==> config.mk <==
export PLATFORM = sky130hd
export DESIGN_NAME = gpio_irq_summary
export DESIGN_NICKNAME = d
export VERILOG_FILES = /design/src/rtl/gis_pkg.sv /design/src/rtl/gis_bank_or.sv /design/src/rtl/gis_summary.sv /design/src/rtl/gis_arm.sv /design/src/rtl/gpio_irq_summary.sv
export SDC_FILE = /design/constraint.sdc
export NUM_CORES = 1
export LEC_CHECK = 0
export BUFFER_PORTS_ARGS = -buffer_cell sky130_fd_sc_hd__buf_4
export CAP_MARGIN = 25
export CORE_AREA = 3 3 113 115
export CTS_BUF_LIST = sky130_fd_sc_hd__clkbuf_4 sky130_fd_sc_hd__clkbuf_8
export CTS_CLUSTER_DIAMETER = 50
export DETAILED_ROUTE_END_ITERATION = 6
export DIE_AREA = 0 0 116 118
export MAX_ROUTING_LAYER = met4
export PLACE_DENSITY = 0.55
export SLEW_MARGIN = 0
export SYNTH_ARGS = -nofsm -noshare
export SYNTH_HDL_FRONTEND = slang
export SYNTH_HIERARCHICAL = 1
export SYNTH_SLANG_ARGS = --single-unit
==> constraint.sdc <==
create_clock -name clk -period 1.91 [get_ports clk]
set_input_delay 0.0955 -clock clk [delete_from_list [all_inputs] [get_ports clk]]
set_output_delay 0.0955 -clock clk [all_outputs]
set_load 0.05 [all_outputs]
==> src/rtl/gis_pkg.sv <==
package gis_pkg;
   localparam int unsigned GIS_WORD_W    = 32;
   localparam int unsigned GIS_EOI_BIT   = 29;
   localparam int unsigned GIS_BANK_PINS = 64;
   localparam int unsigned GIS_NUM_BANKS = 3;
   localparam int unsigned GIS_GRP_SIZE  = 4;
   localparam int unsigned GIS_SUM_VALID = 46;

   typedef enum logic {
      GIS_ARMED   = 1'b0,
      GIS_WAITING = 1'b1
   } gis_arm_e;
endpackage

==> src/rtl/gis_bank_or.sv <==
module gis_bank_or #(
   parameter int unsigned BANK_PINS = 64,
   parameter int unsigned GRP_SIZE  = 4,
   localparam int unsigned GRPS     = BANK_PINS / GRP_SIZE
) (
   input  logic [BANK_PINS-1:0] pins,
   output logic [GRPS-1:0]      grp_req
);
   generate
      if (BANK_PINS % GRP_SIZE != 0) begin : g_bad
         $error("gis_bank_or: bank size must be a multiple of the group size");
      end
      for (genvar g = 0; g < GRPS; g++) begin : g_grp
         assign grp_req[g] = |pins[g*GRP_SIZE +: GRP_SIZE];
      end
   endgenerate
endmodule

==> src/rtl/gis_summary.sv <==
module gis_summary #(
   parameter int unsigned NUM_GROUPS = 48,
   parameter int unsigned SUM_VALID  = 46,
   parameter int unsigned SUM_W      = 64,
   parameter bit          REGISTERED = 1'b1
) (
   input  logic                  clk,
   input  logic                  rst_n,
   input  logic [NUM_GROUPS-1:0] grp_req,
   output logic [SUM_W-1:0]      summary
);
   logic [SUM_W-1:0] sum_d;

   generate
      if (SUM_VALID > NUM_GROUPS || NUM_GROUPS > SUM_W) begin : g_bad
         $error("gis_summary: inconsistent group counts");
      end
      for (genvar i = 0; i < SUM_W; i++) begin : g_bit
         if (i < SUM_VALID) begin : g_live
            assign sum_d[i] = grp_req[i];
         end else begin : g_zero
            assign sum_d[i] = 1'b0;
         end
      end
      if (NUM_GROUPS > SUM_VALID) begin : g_drop
         logic unused_grp;
         assign unused_grp = |grp_req[NUM_GROUPS-1:SUM_VALID];
      end
      if (REGISTERED) begin : g_reg
         logic [SUM_W-1:0] sum_q;
         always_ff @(posedge clk) begin
            if (!rst_n) sum_q <= '0;
            else        sum_q <= sum_d;
         end
         assign summary = sum_q;
      end else begin : g_comb
         logic unused_clk;
         assign unused_clk = clk ^ rst_n;
         assign summary    = sum_d;
      end
   endgenerate

   // unreported groups never appear in the summary
   p_pad_zero_r3: assert property (@(posedge clk) disable iff (!rst_n)
      summary[SUM_W-1:SUM_VALID] == '0);
endmodule

==> src/rtl/gis_arm.sv <==
module gis_arm
   import gis_pkg::*;
#(
   parameter int unsigned WORD_W  = 32,
   parameter int unsigned EOI_BIT = 29
) (
   input  logic              clk,
   input  logic              rst_n,
   input  logic              wr,
   input  logic [WORD_W-1:0] wdata,
   input  logic              any_req,
   output logic              irq
);
   gis_arm_e state_q;
   logic     eoi;
   logic     unused_wdata;

   generate
      if (EOI_BIT >= WORD_W) begin : g_bad
         $error("gis_arm: end-of-interrupt bit outside the master word");
      end
   endgenerate

   assign eoi          = wr & wdata[EOI_BIT];
   assign unused_wdata = ^wdata;

   always_ff @(posedge clk) begin
      if (!rst_n) begin
         state_q <= GIS_ARMED;
      end else if (eoi) begin
         state_q <= GIS_ARMED;
      end else if (state_q == GIS_ARMED && any_req) begin
         state_q <= GIS_WAITING;
      end
   end

   assign irq = (state_q == GIS_WAITING);

   // line holds until end-of-interrupt
   p_hold_r6: assert property (@(posedge clk) disable iff (!rst_n)
      irq && !eoi |=> irq);
   // end-of-interrupt always drops the line
   p_eoi_drop_r7: assert property (@(posedge clk) disable iff (!rst_n)
      eoi |=> !irq);
   // armed block with pending summary raises the line
   p_raise_r5: assert property (@(posedge clk) disable iff (!rst_n)
      !irq && any_req && !eoi |=> irq);
   // no rise without a pending summary
   p_no_spurious_r5: assert property (@(posedge clk) disable iff (!rst_n)
      $rose(irq) |-> $past(any_req));
endmodule

==> src/rtl/gpio_irq_summary.sv <==
module gpio_irq_summary
   import gis_pkg::*;
#(
   parameter int unsigned BANK_PINS = GIS_BANK_PINS,
   parameter int unsigned NUM_BANKS = GIS_NUM_BANKS,
   parameter int unsigned GRP_SIZE  = GIS_GRP_SIZE,
   parameter int unsigned SUM_VALID = GIS_SUM_VALID,
   parameter int unsigned WORD_W    = GIS_WORD_W,
   parameter int unsigned EOI_BIT   = GIS_EOI_BIT,
   parameter bit          SUM_REG   = 1'b1,
   localparam int unsigned NUM_PINS  = BANK_PINS * NUM_BANKS,
   localparam int unsigned BANK_GRPS = BANK_PINS / GRP_SIZE,
   localparam int unsigned NUM_GRPS  = BANK_GRPS * NUM_BANKS,
   localparam int unsigned SUM_W     = 2 * WORD_W
) (
   input  logic                clk,
   input  logic                rst_n,
   input  logic [NUM_PINS-1:0] pin_req,
   input  logic                mst_wr,
   input  logic [WORD_W-1:0]   mst_wdata,
   output logic [WORD_W-1:0]   sum_lo,
   output logic [WORD_W-1:0]   sum_hi,
   output logic                host_irq
);
   logic [NUM_GRPS-1:0] grp_req;
   logic [SUM_W-1:0]    summary;

   generate
      if (NUM_GRPS > SUM_W) begin : g_bad_w
         $error("gpio_irq_summary: more groups than summary bits");
      end
      for (genvar b = 0; b < NUM_BANKS; b++) begin : g_bank
         gis_bank_or #(
            .BANK_PINS (BANK_PINS),
            .GRP_SIZE  (GRP_SIZE)
         ) u_bank (
            .pins    (pin_req[b*BANK_PINS +: BANK_PINS]),
            .grp_req (grp_req[b*BANK_GRPS +: BANK_GRPS])
         );
      end
   endgenerate

   gis_summary #(
      .NUM_GROUPS (NUM_GRPS),
      .SUM_VALID  (SUM_VALID),
      .SUM_W      (SUM_W),
      .REGISTERED (SUM_REG)
   ) u_sum (
      .clk     (clk),
      .rst_n   (rst_n),
      .grp_req (grp_req),
      .summary (summary)
   );

   gis_arm #(
      .WORD_W  (WORD_W),
      .EOI_BIT (EOI_BIT)
   ) u_arm (
      .clk     (clk),
      .rst_n   (rst_n),
      .wr      (mst_wr),
      .wdata   (mst_wdata),
      .any_req (|summary),
      .irq     (host_irq)
   );

   assign sum_lo = summary[WORD_W-1:0];
   assign sum_hi = summary[SUM_W-1:WORD_W];

   // reset leaves the line low on the following cycle
   p_reset_r10: assert property (@(posedge clk)
      !rst_n |=> !host_irq);
endmodule

==> impl_metrics.env, run 1 <==
export IMPL_status="complete, no violations"
export IMPL_nNetsFinal=650
export IMPL_critPathSlowestCell="or4_1"
export IMPL_core_um2=11900
export IMPL_seq_area_um2=941
export IMPL_cts_num_sinks=47
export IMPL_switching_share=0.285
export IMPL_crit_buf_inv=0
export IMPL_die_w_um=116
export IMPL_synth_area_per_cell_um2=10.5
export IMPL_worstSetupEndpointType="register"
export IMPL_die_area_um2=13700
export IMPL_routedWlPerCell_um=13.7
export IMPL_dp_cells=561
export IMPL_grt_pass1_wl_um=11100
export IMPL_hold_viol_final=0
export IMPL_cts_tree="built"
export IMPL_antenna_found_initial=0
export IMPL_ant_nets=0
export IMPL_path_class="register to register"
export IMPL_die_h_um=118
export IMPL_required_ps=2100
export IMPL_final_cells=571
export IMPL_vias=2294
export IMPL_io_buffer_count=234
export IMPL_holdBufCountCts=2
export IMPL_drt_iter0_drc=23
export IMPL_fillers=1247
export IMPL_grt_max_degree=48
export IMPL_drive_above_1_share=0.684
export IMPL_diodes=0
export IMPL_power_leakage_nw=1.85
export IMPL_track_usage=0.108
export IMPL_hold_class="input port to register"
export IMPL_layout_min_cycle_time_ps=1770
export IMPL_cp_cell_sequence="nor4_1, nand4_1, or4_1, o21ai_1, a21oi_2"
export IMPL_synth_cells=185
export IMPL_start_util=0.163
export IMPL_cp_arrival_ps=1960
export IMPL_ir_drop_uv=417
export IMPL_cts_root_buf="clkbuf_8"
export IMPL_gp_congestion=0.790
export IMPL_multi_input_area_um2=911
export IMPL_h_tree_depth=2
export IMPL_internal_power_mw=1.95
export IMPL_rows=40
export IMPL_hpwl_um=6930
export IMPL_yosys_warnings=6
export IMPL_setup_viol_count_final=0
export IMPL_clockPowerShare=0.317
export IMPL_p_per_area_nw_per_um2=692
export IMPL_clockBufferDepth=2
export IMPL_drv_cap=0
export IMPL_drc=0
export IMPL_viasPerCell=4.02
export IMPL_cp_max_fo=2
export IMPL_syn_to_final_growth_pct=103
export IMPL_netlist_area_um2=1940
export IMPL_p_seq_frac=0.395
export IMPL_critPathMaxStageDelay_ps=540
export IMPL_tns_ps=0
export IMPL_post_route_period_util=0.928
export IMPL_path_clk_slew_ps=90
export IMPL_grt_pass1_vias=2365
export IMPL_cts_setup_buffers=0
export IMPL_slew_violations=0
export IMPL_ios=292
export IMPL_cts_buffers=5
export IMPL_crit_family="simple AND/OR/NAND/NOR gates"
export IMPL_insertion_delay_ps=290
export IMPL_wirelength_um=7840
export IMPL_firstDrtPassIters=4
export IMPL_startpoint_type="register"
export IMPL_cts_resized=0
export IMPL_grt_overflow_total=0
export IMPL_fmax_ghz=0.564
export IMPL_skew_ps=2.58
export IMPL_rsz0062_at_grt="false"
export IMPL_combPwrFrac=0.288
export IMPL_power_switching_uw=778
-- power groups by stage --
| stage | clock, mW | sequential (mW) | combinational, mW |
|---|---|---|---|
| after floorplan | 0 | 1.32 | 0.190 |
| after global placement | 0 | 1.10 | 0.784 |
| after detailed placement | 0 | 1.10 | 0.791 |
| after CTS | 0.915 | 1.08 | 0.795 |
| after global routing | 0.935 | 1.09 | 0.830 |
| final | 0.867 | 1.08 | 0.787 |
-- worst reg2reg max path, delay by kind of cell (launching register included) --
| kind | cells | cell delay [ps] |
|---|---|---|
| AOI/OAI and AO/OA | 2 | 190 |
| DFF | 1 | 320 |
| and+or+nand+nor | 3 | 1160 |
-- metal layers --
layer	global-route usage	up-vias	wire, µm
li1	-	1127	-
met1	0.104	1024	2660
met2	0.215	138	4480
met3	0.0165	5	603
met4	0.0283	0	87
met5	-	-	0
-- registers in the layout, indices dropped and copies added, names as in the netlist --
register and flops:
u_arm/irq 1, u_sum/summary 46
-- area by class of cell --
cell class | instances | share of cell area
Clock buffer | 6 | 0.0193
Sequential cell | 47 | 0.238
Multi-Input combinational cell | 133 | 0.231
Tap cell | 147 | 0.0466
Clock inverter | 2 | 0.0152
Timing Repair Buffer | 236 | 0.450
-- cells in the final DEF (no fill, tap or decap) --
master         count
or4_1             47
dlygate4sd3_1      2
nor4_2             1
clkbuf_8           5
nand4_1            4
buf_4            234
a21oi_2            1
nor4_1            15
conb_1            18
o21ai_1            1
dfxtp_1           47
clkbuf_4           1
and2_2            46
bufinv_16          2
-- worst paths after layout --
check	slack [ps]	from	to	cells after the start
max	140	u_sum/summary[34]$_SDFF_PN0_	u_arm/irq$_SDFFE_PP0P_	5
min	100	pin_req[138]	u_sum/summary[34]$_SDFF_PN0_	3
max reg2reg	140	u_sum/summary[34]$_SDFF_PN0_	u_arm/irq$_SDFFE_PP0P_	5
min reg2reg	540	u_arm/irq$_SDFFE_PP0P_	u_arm/irq$_SDFFE_PP0P_	2
-- stage by stage --
step | instance area [µm²] | util | hold slack (ps) | total power, mW | setup WS [ps]
2_1_floorplan | 2010 | - | 175 | 1.51 | 229
6_report | 3950 | 0.332 | 96.9 | 2.73 | 137
4_1_cts | 3950 | 0.332 | 80.5 | 2.79 | 102
3_3_place_gp | 3790 | 0.318 | 269 | 1.88 | 125
3_5_place_dp | 3790 | 0.318 | 269 | 1.89 | 103
5_1_grt | 3950 | 0.332 | 89.4 | 2.85 | 39.6
Note: power is estimated with default switching activity, not from simulation.
==> run 2, diff against run 1 <==
--- a/config.mk
+++ b/config.mk
@@ -7,13 +7,12 @@
 export LEC_CHECK = 0
 export BUFFER_PORTS_ARGS = -buffer_cell sky130_fd_sc_hd__buf_4
 export CAP_MARGIN = 25
-export CORE_AREA = 3 3 113 115
-export CTS_BUF_LIST = sky130_fd_sc_hd__clkbuf_4 sky130_fd_sc_hd__clkbuf_8
+export CORE_AREA = 3 3 112 114
 export CTS_CLUSTER_DIAMETER = 50
 export DETAILED_ROUTE_END_ITERATION = 6
-export DIE_AREA = 0 0 116 118
+export DIE_AREA = 0 0 115 117
 export MAX_ROUTING_LAYER = met4
-export PLACE_DENSITY = 0.55
+export PLACE_DENSITY = 0.56
 export SLEW_MARGIN = 0
 export SYNTH_ARGS = -nofsm -noshare
 export SYNTH_HDL_FRONTEND = slang
==> run 2 against run 1 <==
  * Sequential power barely moved
  * Critical path depth unchanged
  * Routed wire length increased by 0.61%
  * Clock power shrank 2.7%
==> impl_metrics.env, run 2 (synthesized netlist as in run 1, its figures left out) <==
export IMPL_cts_num_sinks=47
export IMPL_grt_pass1_wl_um=10800
export IMPL_core_um2=11500
export IMPL_power_leakage_nw=1.85
export IMPL_insertion_delay_ps=280
export IMPL_seq_area_um2=941
export IMPL_clockBufferDepth=2
export IMPL_layout_min_cycle_time_ps=1720
export IMPL_largest_reg_flops=46
export IMPL_status="complete, no violations"
export IMPL_start_util=0.169
export IMPL_rsz0062_at_grt="false"
export IMPL_die_h_um=117
export IMPL_multi_input_area_um2=917
export IMPL_drt_iter0_drc=34
export IMPL_grt_pass1_vias=2204
export IMPL_slew_violations=0
export IMPL_grt_overflow_total=0
export IMPL_tns_ps=0
export IMPL_post_route_period_util=0.902
export IMPL_syn_to_final_growth_pct=104
export IMPL_cts_tree="built"
export IMPL_die_area_um2=13500
export IMPL_final_cells=567
export IMPL_routedWlPerCell_um=13.9
export IMPL_fillers=1177
export IMPL_cp_max_fo=2
export IMPL_drc=0
export IMPL_hold_slack_ps=112
export IMPL_vias=2265
export IMPL_firstDrtPassIters=3
export IMPL_rows=39
export IMPL_hpwl_um=6990
export IMPL_path_class="register to register"
export IMPL_p_per_area_nw_per_um2=685
export IMPL_setup_viol_count_final=0
export IMPL_path_clk_slew_ps=60
export IMPL_h_tree_depth=2
export IMPL_cts_root_buf="clkbuf_16"
export IMPL_most_common_layout_cells="buf_4, or4_1, dfxtp_1, and2_2, conb_1"
export IMPL_wirelength_um=7890
export IMPL_die_w_um=115
export IMPL_gp_congestion=0.710
export IMPL_diodes=0
export IMPL_nNetsFinal=650
export IMPL_skew_ps=2.37
export IMPL_worstSetupEndpointType="register"
export IMPL_startpoint_type="register"
export IMPL_required_ps=2080
export IMPL_ant_nets=0
export IMPL_r2r_slack_ps=190
export IMPL_drive_above_1_share=0.686
export IMPL_ir_drop_uv=300
export IMPL_dp_cells=557
export IMPL_fmax_ghz=0.581
export IMPL_drv_cap=0
export IMPL_cts_buffers=5
export IMPL_cts_setup_buffers=0
export IMPL_cp_arrival_ps=1900
export IMPL_antenna_found_initial=0
export IMPL_hold_class="input port to register"
export IMPL_final_common_cell="buf_4"
export IMPL_ios=292
export IMPL_track_usage=0.108
export IMPL_grt_max_degree=48
export IMPL_viasPerCell=3.99
export IMPL_io_buffer_count=234
export IMPL_hold_viol_final=0
==> run 2: cell count changes in the layout (fill, tap and decap cells not counted) <==
cell        previous run  this run
clkbuf_8               5         0
clkbuf_4               1         0
nor4_2                 1         2
clkinv_2               0         1
clkinvlp_4             0         2
bufinv_16              2         0
nor4_1                15        14
clkbuf_16              0         5
==> run 2: what timing repair did <==
action / CTS / global route
hold buffers: 2 / 0
gates resized for setup: 0 / 1
endpoints found under the hold margin: 1 / 0
setup endpoints to repair: 0 / 1
==> run 2: layout make-up <==
cell class | instances | share of cell area
Timing Repair Buffer | 236 | 0.449
Sequential cell | 47 | 0.238
Multi-Input combinational cell | 133 | 0.232
Tap cell | 143 | 0.0452
Clock buffer | 5 | 0.0316
Clock inverter | 3 | 0.00506
==> run 2: where the power goes <==
group          switching (mW)  leakage [nW]  total, mW  internal (mW)
clock network           0.362        0.0658      0.844          0.482
registers              0.0369         0.396       1.08           1.04
logic                   0.413          1.39      0.787          0.375
total                   0.811          1.85       2.71           1.90
==> run 2: worst paths after layout <==
check | start | end | depth (start not counted)
setup / recovery | u_sum/summary[19]$_SDFF_PN0_ | u_arm/irq$_SDFFE_PP0P_ | 5
hold / removal | pin_req[130] | u_sum/summary[32]$_SDFF_PN0_ | 3
setup reg to reg | u_sum/summary[19]$_SDFF_PN0_ | u_arm/irq$_SDFFE_PP0P_ | 5
hold reg to reg | u_arm/irq$_SDFFE_PP0P_ | u_arm/irq$_SDFFE_PP0P_ | 2
==> run 2: worst max-delay path, cell delays in order, from the launching register on <==
cell     delay [ps]
dfxtp_1         330
nor4_1          350
nand4_1         200
or4_1           540
o21ai_1         170
a21oi_2          40
==> run 2: metal layers <==
layer / track usage / wire length, µm
met1: 0.113 / 2810
met2: 0.205 / 4430
met3: 0.0252 / 588
met4: 0.0282 / 54
met5: - / 0
==> run 2: per-stage QoR <==
stage          utilization  instance area [µm²]  setup WS [ps]  total power, mW
6_report             0.344                 3960            188             2.71
5_1_grt              0.344                 3960           15.6             2.87
4_1_cts              0.343                 3950           55.0             2.77
3_5_place_dp         0.329                 3790           67.3             1.89
3_3_place_gp         0.329                 3790           69.2             1.88
2_1_floorplan            -                 2010            229             1.51
